--- src/rtl/irq_pkg.sv ---
package irq_pkg;
  localparam int NUM_SRC  = 6;
  localparam int NUM_FLAG = 8;
  localparam int EN_W     = 8;
  localparam int EA_BIT   = 7;

  typedef enum logic {
    SEL_ENABLE = 1'b0,
    SEL_FLAGS  = 1'b1
  } reg_sel_e;

  function automatic logic [15:0] vec_addr(int idx, int base, int stride);
    return 16'(base + idx * stride);
  endfunction
endpackage

--- src/rtl/irq_flags.sv ---
module irq_flags #(
  parameter int NF = 8
) (
  input  logic          clk_i,
  input  logic          rst_ni,
  input  logic [NF-1:0] hw_set_i,
  input  logic          sw_we_i,
  input  logic [NF-1:0] sw_mask_i,
  input  logic [NF-1:0] sw_data_i,
  input  logic [NF-1:0] ack_clr_i,
  output logic [NF-1:0] flags_o
);
  for (genvar i = 0; i < NF; i++) begin : g_bit
    always_ff @(posedge clk_i or negedge rst_ni) begin
      if (!rst_ni)                        flags_o[i] <= 1'b0;
      else if (hw_set_i[i])               flags_o[i] <= 1'b1;
      else if (sw_we_i && sw_mask_i[i])   flags_o[i] <= sw_data_i[i];
      else if (ack_clr_i[i])              flags_o[i] <= 1'b0;
    end

    a_r7_hw_set_wins: assert property (@(posedge clk_i) disable iff (!rst_ni)
      hw_set_i[i] |=> flags_o[i]);
  end
endmodule

--- src/rtl/irq_arbiter.sv ---
module irq_arbiter #(
  parameter int NS     = 6,
  parameter int AW     = 16,
  parameter int BASE   = 3,
  parameter int STRIDE = 8
) (
  input  logic [NS-1:0] req_i,
  output logic          valid_o,
  output logic [NS-1:0] grant_o,
  output logic [AW-1:0] vec_o
);
  import irq_pkg::*;

  logic [NS:0] seen;
  assign seen[0] = 1'b0;

  for (genvar i = 0; i < NS; i++) begin : g_prio
    assign grant_o[i]  = req_i[i] & ~seen[i];
    assign seen[i+1]   = seen[i] | req_i[i];
  end

  assign valid_o = seen[NS];

  always_comb begin
    vec_o = '0;
    for (int i = 0; i < NS; i++)
      if (grant_o[i]) vec_o = AW'(vec_addr(i, BASE, STRIDE));
  end

  always_comb begin
    a_r3_single_grant: assert ($onehot0(grant_o));
  end
endmodule

--- src/rtl/irq_ctrl.sv ---
module irq_ctrl #(
  parameter int ADDR_W     = 16,
  parameter int VEC_BASE   = 3,
  parameter int VEC_STRIDE = 8
) (
  input  logic              clk_i,
  input  logic              rst_ni,
  input  logic              ext0_i,
  input  logic              ext1_i,
  input  logic              tmr0_ovf_i,
  input  logic              tmr0_hi_ovf_i,
  input  logic              tmr0_split_i,
  input  logic              tmr1_ovf_i,
  input  logic              ser_rx_done_i,
  input  logic              ser_tx_done_i,
  input  logic              tmr2_ovf_i,
  input  logic              t2_pin_i,
  input  logic              reg_we_i,
  input  logic              reg_sel_i,
  input  logic [7:0]        reg_mask_i,
  input  logic [7:0]        reg_wdata_i,
  input  logic              boundary_i,
  input  logic              reti_i,
  output logic [7:0]        enable_o,
  output logic [7:0]        flags_o,
  output logic              take_o,
  output logic [ADDR_W-1:0] vector_o,
  output logic              in_service_o
);
  import irq_pkg::*;

  localparam logic [EN_W-1:0] EN_IMPL = EN_W'((1 << EA_BIT) | ((1 << NUM_SRC) - 1));
  localparam int              AUTO_CLR_SRC = 4;

  logic [EN_W-1:0]     en_q;
  logic [NUM_FLAG-1:0] flags_q, hw_set, ack_clr;
  logic [NUM_SRC-1:0]  req, pend, grant;
  logic [ADDR_W-1:0]   arb_vec, vec_q;
  logic                arb_valid, take_now, take_q, in_svc_q, t2_pin_q, t2_fall;
  logic                we_en, we_flag;

  assign we_en   = reg_we_i && (reg_sel_e'(reg_sel_i) == SEL_ENABLE);
  assign we_flag = reg_we_i && (reg_sel_e'(reg_sel_i) == SEL_FLAGS);

  // enable register, unimplemented bits held at 0
  for (genvar i = 0; i < EN_W; i++) begin : g_en
    if (EN_IMPL[i]) begin : g_impl
      always_ff @(posedge clk_i or negedge rst_ni) begin
        if (!rst_ni)                       en_q[i] <= 1'b0;
        else if (we_en && reg_mask_i[i])   en_q[i] <= reg_wdata_i[i];
      end
    end else begin : g_tie
      assign en_q[i] = 1'b0;
    end
  end

  // timer 2 pin falling edge
  always_ff @(posedge clk_i or negedge rst_ni) begin
    if (!rst_ni) t2_pin_q <= 1'b0;
    else         t2_pin_q <= t2_pin_i;
  end
  assign t2_fall = t2_pin_q & ~t2_pin_i;

  assign hw_set = {t2_fall, tmr2_ovf_i, ser_tx_done_i, ser_rx_done_i,
                   tmr1_ovf_i, ext1_i,
                   tmr0_ovf_i | (tmr0_hi_ovf_i & ~tmr0_split_i), ext0_i};

  irq_flags #(.NF(NUM_FLAG)) u_flags (
    .clk_i     (clk_i),
    .rst_ni    (rst_ni),
    .hw_set_i  (hw_set),
    .sw_we_i   (we_flag),
    .sw_mask_i (reg_mask_i),
    .sw_data_i (reg_wdata_i),
    .ack_clr_i (ack_clr),
    .flags_o   (flags_q)
  );

  // flags -> sources: first four one-to-one, last two paired
  for (genvar s = 0; s < NUM_SRC; s++) begin : g_src
    if (s < AUTO_CLR_SRC) begin : g_single
      assign req[s] = flags_q[s];
    end else begin : g_pair
      assign req[s] = flags_q[2*s-AUTO_CLR_SRC] | flags_q[2*s-AUTO_CLR_SRC+1];
    end
  end

  assign pend = req & en_q[NUM_SRC-1:0] & {NUM_SRC{en_q[EA_BIT]}};

  irq_arbiter #(
    .NS(NUM_SRC), .AW(ADDR_W), .BASE(VEC_BASE), .STRIDE(VEC_STRIDE)
  ) u_arb (
    .req_i   (pend),
    .valid_o (arb_valid),
    .grant_o (grant),
    .vec_o   (arb_vec)
  );

  assign take_now = boundary_i & ~in_svc_q & arb_valid;
  assign ack_clr  = NUM_FLAG'(grant[AUTO_CLR_SRC-1:0]) & {NUM_FLAG{take_now}};

  always_ff @(posedge clk_i or negedge rst_ni) begin
    if (!rst_ni) begin
      take_q   <= 1'b0;
      vec_q    <= '0;
      in_svc_q <= 1'b0;
    end else begin
      take_q <= take_now;
      if (take_now) vec_q <= arb_vec;
      if (take_now)    in_svc_q <= 1'b1;
      else if (reti_i) in_svc_q <= 1'b0;
    end
  end

  assign enable_o     = en_q;
  assign flags_o      = flags_q;
  assign take_o       = take_q;
  assign vector_o     = vec_q;
  assign in_service_o = in_svc_q;

  a_r2_global_gate: assert property (@(posedge clk_i) disable iff (!rst_ni)
    take_o |-> $past(en_q[EA_BIT]));
  a_r8_no_nesting: assert property (@(posedge clk_i) disable iff (!rst_ni)
    take_o |-> !$past(in_svc_q));
  a_r8_in_service_on_take: assert property (@(posedge clk_i) disable iff (!rst_ni)
    take_o |-> in_service_o);
  a_r10_on_boundary: assert property (@(posedge clk_i) disable iff (!rst_ni)
    take_o |-> $past(boundary_i));
  a_r10_single_pulse: assert property (@(posedge clk_i) disable iff (!rst_ni)
    take_o |=> !take_o);
  a_r4_tmr0_cleared: assert property (@(posedge clk_i) disable iff (!rst_ni)
    (take_o && $past(grant[1]) && !$past(hw_set[1]) && !$past(we_flag && reg_mask_i[1]))
      |-> !flags_q[1]);
  a_r5_serial_sticky: assert property (@(posedge clk_i) disable iff (!rst_ni)
    (take_o && $past(flags_q[4]) && !$past(we_flag && reg_mask_i[4])) |-> flags_q[4]);
endmodule

--- config.mk ---
export PLATFORM = sky130hd
export DESIGN_NAME = irq_ctrl
export DESIGN_NICKNAME = d
export VERILOG_FILES = /design/src/rtl/irq_pkg.sv /design/src/rtl/irq_flags.sv /design/src/rtl/irq_arbiter.sv /design/src/rtl/irq_ctrl.sv
export SDC_FILE = /design/constraint.sdc
export NUM_CORES = 1
export LEC_CHECK = 0
export BUFFER_PORTS_ARGS = -buffer_cell sky130_fd_sc_hd__buf_2
export CORE_UTILIZATION = 39
export CTS_CLUSTER_DIAMETER = 200
export DETAILED_ROUTE_END_ITERATION = 12
export GPL_ROUTABILITY_DRIVEN = 1
export PLACE_DENSITY = 0.87
export SETUP_SLACK_MARGIN = 0.02
export SLEW_MARGIN = 25
export SYNTH_ARGS = -nofsm -noshare
export SYNTH_HDL_FRONTEND = slang
export SYNTH_SLANG_ARGS = --single-unit
--- constraint.sdc ---
create_clock -name clk_i -period 1.4 [get_ports clk_i]
set_input_delay 0.07 -clock clk_i [delete_from_list [all_inputs] [get_ports clk_i]]
set_output_delay 0.07 -clock clk_i [all_outputs]
set_load 0.005 [all_outputs]
==> summary by stage, run 1 <==
Outcome
The run finished, with violations left. The checks that failed: hold timing.

Hold path
The startpoint identified for the worst hold timing path is reg_wdata_i[2]. The worst hold path terminates at u_flags.flags_o[2]. The worst hold path was traced through 3 stages. The class of the tightest hold or removal check is input port to flip-flop.

Timing
At the pin with the least slew margin, the transition time is 609 ps. After layout, the worst path uses 99.3% of the clock period. Between clock sinks in the finished design, the worst skew comes to 4.89 ps. The smallest clock period supported by the final layout is computed as 1390 ps. The final-report max-slew violation count is 0. The total negative slack for setup checks is 0 ps. Setup violations remaining at the end of the flow were counted as 0.

The hold violation count in the final report is 2. Timing would allow up to 0.719 GHz. Setup repair after global routing could not meet its margin everywhere.

The worst hold slack is -5.92 ps. The headroom to the max-slew limit is 59.3%. The worst-case setup margin in the final layout is 9.68 ps.

Placement
The placed instances occupy a cell area of 0.00149 mm². Port buffering added 53 buffers. The routability congestion estimate from global placement is 0.845. The number of placed instances, taps included, is 203. Timing analysis after detailed placement gives a worst setup slack of 17.9 ps.

The wire-length estimate of the detail-placed layout is 1990 µm.

Layout
The total number of nets in the final design is 226. Cells with a size suffix above 1 make up 47.7% of the layout. The final cell area excluding filler cells is 0.00169 mm².

The count of antenna diodes in the layout is 0. Leaving out filler cells and counting taps, the final layout contains 224. The filler cells instantiated in the layout total 249. The area growth from synthesis to layout is 46.2%.

Power and ir drop
Sequential cells account for 45.3% of the total power. The part of the power in the clock network is 16.7%. The static leakage is 0.814 nW.

In this run, the combinational gates consume 38.1% of the power. The internal power contribution is 1.24 mW. Dividing total power by cell area gives a power density of 1070 mW/mm².

VDD sags by at most 0.000813 V. In this run the power spent charging and discharging nets is 0.557 mW. The switching fraction of total power is 30.9%.

Run
The number of maximum-capacitance constraint violations is 0.

Synthesis
Yosys instantiated no cell more often than sky130_fd_sc_hd__dfrtp_1. After synthesis, the share of flip-flops with an asynchronous set or reset is 100%. Sorting the synthesized cells by area gives the leading types as sky130_fd_sc_hd__dfrtp_1, sky130_fd_sc_hd__buf_4, sky130_fd_sc_hd__mux2_2, sky130_fd_sc_hd__nand2_1, sky130_fd_sc_hd__a311o_1. Counting flops with a built-in enable in the synthesized netlist gives 0.

After synthesis, flip-flops and latches occupy 47.7% of the total area. The synthesized design devotes to its leading area cell type 47.7% of total area. The count of different cell masters after synthesis is 33. Of all cell types, the one taking the most synthesized area is sky130_fd_sc_hd__dfrtp_1. Summing every instance area after synthesis gives 0.00115 mm². The post-synthesis register bit count is 22.

The gate count after technology mapping is 111. Sorting the synthesized cells by how often they occur yields sky130_fd_sc_hd__dfrtp_1, sky130_fd_sc_hd__nand2_1, sky130_fd_sc_hd__buf_4. A synthesized cell averages 10.4 µm². Among all flip-flop cells after synthesis, the most frequent one is sky130_fd_sc_hd__dfrtp_1. The Yosys step of the flow raised 0 warnings.

Setup path
The number of buffers and inverters on the critical path is 0. The kind of start point of the critical path is a flip-flop. The worst register-to-register path begins at enable_o[2]. The data required time of the critical path is 1610 ps. The signal on the critical path passes through nand2_1 > a31o_4 > a31oi_4 > mux2_4. The setup check on the worst reg-to-reg path leaves a slack of 10 ps. The slowest stage of the critical path belongs to the cell sky130_fd_sc_hd__dfrtp_1.

Data on the critical path arrives at its endpoint at 1600 ps. The worst register-to-register path has a depth of 4. The category of cells accounting for the largest share of critical-path delay is compound AO/OA/AOI/OAI gates. The delay of the slowest critical-path stage is 370 ps. The destination of the worst register-to-register timing path is vector_o[4]. The worst setup path is captured at a flip-flop. The kind of critical path is flip-flop to flip-flop.

The depth of the critical timing path with buffers and inverters included is 4. Along the worst path, the maximum fanout reaches 6.

Global route
The maximum number of pins on one net before global-route repair is 23. The number of global-route vias before repair is 1,043. The global routing usage summed across all routing layers is 17.9%. The overall overflow remaining after global route is 0.

The first global-routing pass estimated 4460 µm of wire. The initial antenna violation count is 0.

Drt
The detailed-route vias per instance is 4.95. The number of DRC markers in iteration 0 is 18. The detail route stage leaves a number of antenna-violating nets equal to 0. The detail-routed net length per standard cell is 12.0 µm. For this run, design rule violations remaining after detail routing come to 0. The aggregate routed wire length is 2680 µm. The pre-antenna-repair detailed-routing pass consisted of 4 iterations. The number of vias after detailed routing is 1,108.

Floorplanning
Measured along the y axis, the die boundary spans 56.4 µm. The number of rows in the core area is 19. For this design the top-level I/O count stands at 66. The die covers 0.00318 mm². In this run the standard cell core region covers 0.00278 mm².

For this configuration, the core starts out at a cell density of 41.5%. Measured along the x axis, the die boundary spans 56.4 µm.

Clock network
The total CTS buffers is 3. The clock sink total is 22. In this run the number of H-tree levels came out at 1. The buffer levels on the longest clock path is 2. The CTS tree is built. The post-CTS clock slew at the launch and capture registers of the worst setup and hold paths is 120 ps. The source-to-sink clock delay at the later pin of the worst-skew pair is 310 ps.

The library cell used as clock root buffer is sky130_fd_sc_hd__clkbuf_4.
logic make-up after synthesis:
family,synth area share (%)
simple gates,11.2
mux,9.86
buf+inv,11.2
other cells,0.325
flops,47.7
compound gates,19.8
per-layer routing:
layer  global-route usage [%]  vias to the layer above  part of all wire [%]
li1                         -                      536                     -
met5                        0                        -                     0
met1                     22.8                      516                    41
met3                     3.69                        5                   7.9
met2                     30.3                       51                    49
met4                     6.27                        0                   1.6
layout make-up:
| class | count | area [µm²] | area share [%] |
|---|---|---|---|
| Sequential cell | 22 | 552 | 32.7 |
| Multi-Input combinational cell | 79 | 533 | 31.6 |
| Timing Repair Buffer | 82 | 515 | 30.5 |
| Tap cell | 31 | 38.8 | 2.30 |
| Clock buffer | 4 | 26.3 | 1.56 |
| Inverter | 6 | 22.5 | 1.33 |
placed cells by master (no fill, tap or decap), types with 2 or more instances in the layout:
cell type                        n
sky130_fd_sc_hd__conb_1         12
sky130_fd_sc_hd__a21boi_0        4
sky130_fd_sc_hd__a21oi_1         4
sky130_fd_sc_hd__nor2_1          2
sky130_fd_sc_hd__mux2_2          7
sky130_fd_sc_hd__buf_2          53
sky130_fd_sc_hd__a31oi_1         2
sky130_fd_sc_hd__mux2i_1         2
sky130_fd_sc_hd__nand2_1        15
sky130_fd_sc_hd__dfrtp_1        21
sky130_fd_sc_hd__and2_1          2
sky130_fd_sc_hd__o21ai_0         3
sky130_fd_sc_hd__nand2_2         2
sky130_fd_sc_hd__o211ai_1        2
sky130_fd_sc_hd__clkbuf_4        3
sky130_fd_sc_hd__dlygate4sd3_1  13
sky130_fd_sc_hd__a311o_1         4
sky130_fd_sc_hd__inv_1           5
sky130_fd_sc_hd__buf_4          16
sky130_fd_sc_hd__nand3_1         3
worst min-delay path: stages:
cell                      delay [ps]
sky130_fd_sc_hd__buf_2            90
sky130_fd_sc_hd__a31oi_1          70
sky130_fd_sc_hd__nand2_1          50
power by group through the flow:
stage	Combinational [mW]	Sequential (mW)	Clock [mW]
4_1_cts	0.670	0.815	0.302
2_1_floorplan	0.315	0.851	0
5_1_grt	0.761	0.832	0.337
3_3_place_gp	0.597	0.828	0
3_5_place_dp	0.608	0.829	0
6_report	0.686	0.816	0.300
registers in the layout, summed over array words and instances (netlist names):
name	cells
enable_o	7
in_service_o	1
t2_pin_q	1
take_o	1
u_flags.flags_o	8
vector_o	4
how the worst max path moves through the flow:
stage                             startpoint          end  slack (ps)
after floorplan           u_flags.flags_o[1]  vector_o[4]          30
after global placement    u_flags.flags_o[5]  vector_o[4]          40
after detailed placement  u_flags.flags_o[5]  vector_o[4]          20
after CTS                        enable_o[1]  vector_o[4]          -4
after global routing             enable_o[2]  vector_o[4]         -40
final                            enable_o[2]  vector_o[4]          10
repair_timing:
| item | in CTS | in global routing |
|---|---|---|
| buffers inserted | 3 | 1 |
| cloned | 0 | 0 |
| gates resized for setup | 3 | 2 |
| setup endpoints to repair | 2 | 4 |
| pin swaps | 3 | 4 |
| hold buffers | 10 | 3 |
| endpoints found under the hold margin | 31 | 3 |
metrics by stage:
step	power [mW]	utilization, %
2_1_floorplan	1.17	-
3_3_place_gp	1.43	53.4
3_5_place_dp	1.44	53.4
4_1_cts	1.79	59.1
5_1_grt	1.93	60.7
6_report	1.80	60.7
No activity file was read; power rests on OpenSTA's default activity.
==> run 2: changes to the inputs <==
==> constraint.sdc (replaced) <==
create_clock -name clk_i -period 1.4 [get_ports clk_i]
set_input_delay 0.14 -clock clk_i [delete_from_list [all_inputs] [get_ports clk_i]]
set_output_delay 0.14 -clock clk_i [all_outputs]
set_load 0.005 [all_outputs]
==> run 2 against run 1 <==
Compared with the run above: the run now ends clean; highest routed layer unchanged; clock power barely moved; combinational power grew 8.6%; maximum frequency grew 1.9%; sequential cell count is the same; routed wire length is 1.5% lower; cell count is 0.89% lower; first-iteration DRC count fell by 5.6%; critical endpoint unchanged.
==> summary by stage, run 2 (same netlist as run 1, synthesis figures left out) <==
Timing
The clock skew after layout is 8.41 ps. Timing would allow up to 0.733 GHz. The final critical-path required period is 1360 ps. The headroom to the max-slew limit is 59.0%.

The hold violation count in the final report is 0. For the pin with the worst max-slew slack, the measured transition is 613 ps. The final setup violation count is 0. Setup repair after global routing could not meet its margin everywhere. The worst hold slack is 20.5 ps.

In the finished design, the share of the clock period the worst path needs comes to 97.4%. The final-report max-slew violation count is 0.

Power and ir drop
The power density of the placed cells is 1120 mW/mm². In this run, the clock network consumes 16.0% of the power. For this design the total switching power over the nets is 0.570 mW. The switching fraction of total power is 30.7%. The share of total power dissipated in combinational logic is 40.1%. The internal power of the cells totals 1.29 mW.

The static leakage is 0.816 nW. The sequential power share is 43.9%. The peak ir drop on the vdd network is 0.000880 V.

Layout
For this run, the share of the core covered by cells in the final layout is 59.6%. After filler insertion, the fill cell instance count of the layout stands at 239. Relative to the synthesized area, the layout overhead comes to 43.4%.

u_flags.flags_o holds more flip-flops than any other register. The number of standard cells in the final layout excluding fillers is 222. In the layout the commonest cells are sky130_fd_sc_hd__buf_2, sky130_fd_sc_hd__buf_4, sky130_fd_sc_hd__dfrtp_1. The share of cells above drive strength 1 is 53.4%.

The number of flip-flops in the largest register is 8. The final layout contains 224 nets. With fillers left out, the area of the finished cells amounts to 0.00166 mm². The library cell used most frequently in the layout, excluding fill and tap cells, is sky130_fd_sc_hd__buf_2. The count of antenna diodes in the layout is 0.

Drt
After detailed routing, the average wire length per cell comes to 11.9 µm. The post-detailed-route count of antenna-violating nets is 0. The number of search-and-repair iterations in the first detailed-routing pass is 4.

The number of design rule violations left after detail routing is 0. After the first detailed-routing iteration, the DRC count stood at 17. The aggregate routed wire length is 2640 µm.

The number of vias after detailed routing is 1,119. In the routed layout, each cell is associated on average with a via count of 5.04.

Clock network
CTS placed an instance of sky130_fd_sc_hd__clkbuf_4 at the clock tree root. The number of H-tree levels is 1. The CTS tree is built. After clock tree synthesis, the clock-pin slew on the worst setup and hold paths is 120 ps. The buffer levels on the longest clock path is 2. The clock sink total is 22.

The total CTS buffers is 3. The source-to-sink clock delay at the later pin of the worst-skew pair is 300 ps.

Floorplanning
From bottom edge to top edge, the die measures 56.4 µm. For this configuration, the core starts out at a cell density of 41.5%. The number of rows in the core area is 19.

The die covers 0.00318 mm². The floorplan step set the die width to 56.4 µm. The floorplan step defined a core boundary enclosing 0.00278 mm². The number of placed I/O pins is 66.

Setup path
The most critical setup path has its startpoint at u_flags.flags_o[0]. The kind of critical path is flip-flop to flip-flop. STA classifies the critical path endpoint as a flip-flop. The worst reg-to-reg path cell count is 4. The largest single stage delay on the critical path is 390 ps.

The data required time of the critical path is 1600 ps. The destination of the worst register-to-register timing path is vector_o[4]. The arrival time at the worst endpoint is 1560 ps. Of all nets on the critical path, the largest fanout is 6.

The category of cells accounting for the largest share of critical-path delay is compound AO/OA/AOI/OAI gates. Setup slack on the worst reg-to-reg path comes out at 40 ps. The cell with the largest stage delay on the worst path is sky130_fd_sc_hd__dfrtp_1.

Traced cell by cell, the critical path runs through nand2_2 > a31o_4 > a31oi_4 > mux2_4. The worst setup path is launched from a flip-flop. In this run the critical register-to-register path is launched from u_flags.flags_o[0].

The depth of the critical timing path with buffers and inverters included is 4. The critical path buffer and inverter count is 0. The endpoint of the worst setup timing path is vector_o[4].

Placement
The routability congestion estimate from global placement is 0.837. After detailed placement, the total cell area comes to 0.00150 mm². Input and output buffers added on the ports amount to 53. Once placement completed, the tool counted placed cells totaling 205. Once detailed placement completed, the half-perimeter wirelength came to 2020 µm.

Global route
Global routing used 17.9% of the available tracks. The maximum number of pins on one net before global-route repair is 23. The wire length of the first global-routing pass is 4490 µm. The initial antenna violation count is 0. The number of global-route vias before repair is 1,098. For this run the aggregate overflow at the end of global routing stands at 0.

Run
Max-cap violations in this run came to 0.

Hold path
The path class of the tightest hold or removal check is input port to flip-flop.

Outcome
The flow ran to the end, and the final reports show no timing, DRC or antenna violations.
-- run 2: changes by cell type in the layout (fill, tap and decap cells not counted), sizes merged --
| cell | change |
|---|---|
| dlygate4sd3 | -11 |
| buf | +9 |
-- run 2: through the flow --
| step | power [mW] | worst slack (ps) | TNS (ps) |
|---|---|---|---|
| floorplan | 1.17 | 32.9 | 0 |
| global placement | 1.45 | 32.6 | 0 |
| detailed placement | 1.46 | 4.22 | 0 |
| CTS | 1.82 | 24.4 | 0 |
| global route | 1.98 | -28.4 | -38.2 |
| finish | 1.86 | 36.2 | 0 |
-- run 2: routing by layer --
metal	up-vias	part of all wire, %	track usage [%]
met5	-	0	0
met4	0	0.49	6.27
met3	2	6.4	2.07
met2	52	50	32.7
met1	537	43	21.7
li1	528	-	-
-- run 2: worst min path at each step --
stage | end | startpoint | cells past startpoint
finish | u_flags.flags_o[2] | ext1_i | 3
global route | u_flags.flags_o[6] | tmr2_ovf_i | 2
CTS | u_flags.flags_o[2] | ext1_i | 3
detailed placement | u_flags.flags_o[7] | rst_ni | 1
global placement | t2_pin_q | rst_ni | 1
floorplan | enable_o[0] | rst_ni | 0
-- run 2: worst min-delay path, delay by kind of cell --
family,cells,cell delay [ps]
AOI/OAI and AO/OA,1,30
buffers and inverters,1,70
and+or+nand+nor,1,50
-- run 2: repair_timing --
| action | in CTS | in global routing |
|---|---|---|
| endpoints found under the setup margin | 2 | 6 |
| buffers inserted | 7 | 4 |
| pin swaps | 3 | 3 |
| resized for setup | 2 | 6 |
| hold buffers | 2 | 0 |
| endpoints found under the hold margin | 23 | 0 |
-- run 2: power by group through the flow --
| stage | clock network [mW] | registers, mW | logic [mW] |
|---|---|---|---|
| floorplan | 0 | 0.851 | 0.315 |
| global placement | 0 | 0.829 | 0.616 |
| detailed placement | 0 | 0.831 | 0.626 |
| CTS | 0.302 | 0.813 | 0.704 |
| global route | 0.333 | 0.832 | 0.817 |
| finish | 0.297 | 0.815 | 0.745 |
-- run 2: cell type report --
class,count,area [µm²],area share [%]
repair buffers,80,477,28.8
well taps,31,38.8,2.34
multi-input cells,79,541,32.6
flip-flops and latches,22,552,33.3
inverters,6,22.5,1.36
clock buffers,4,26.3,1.59
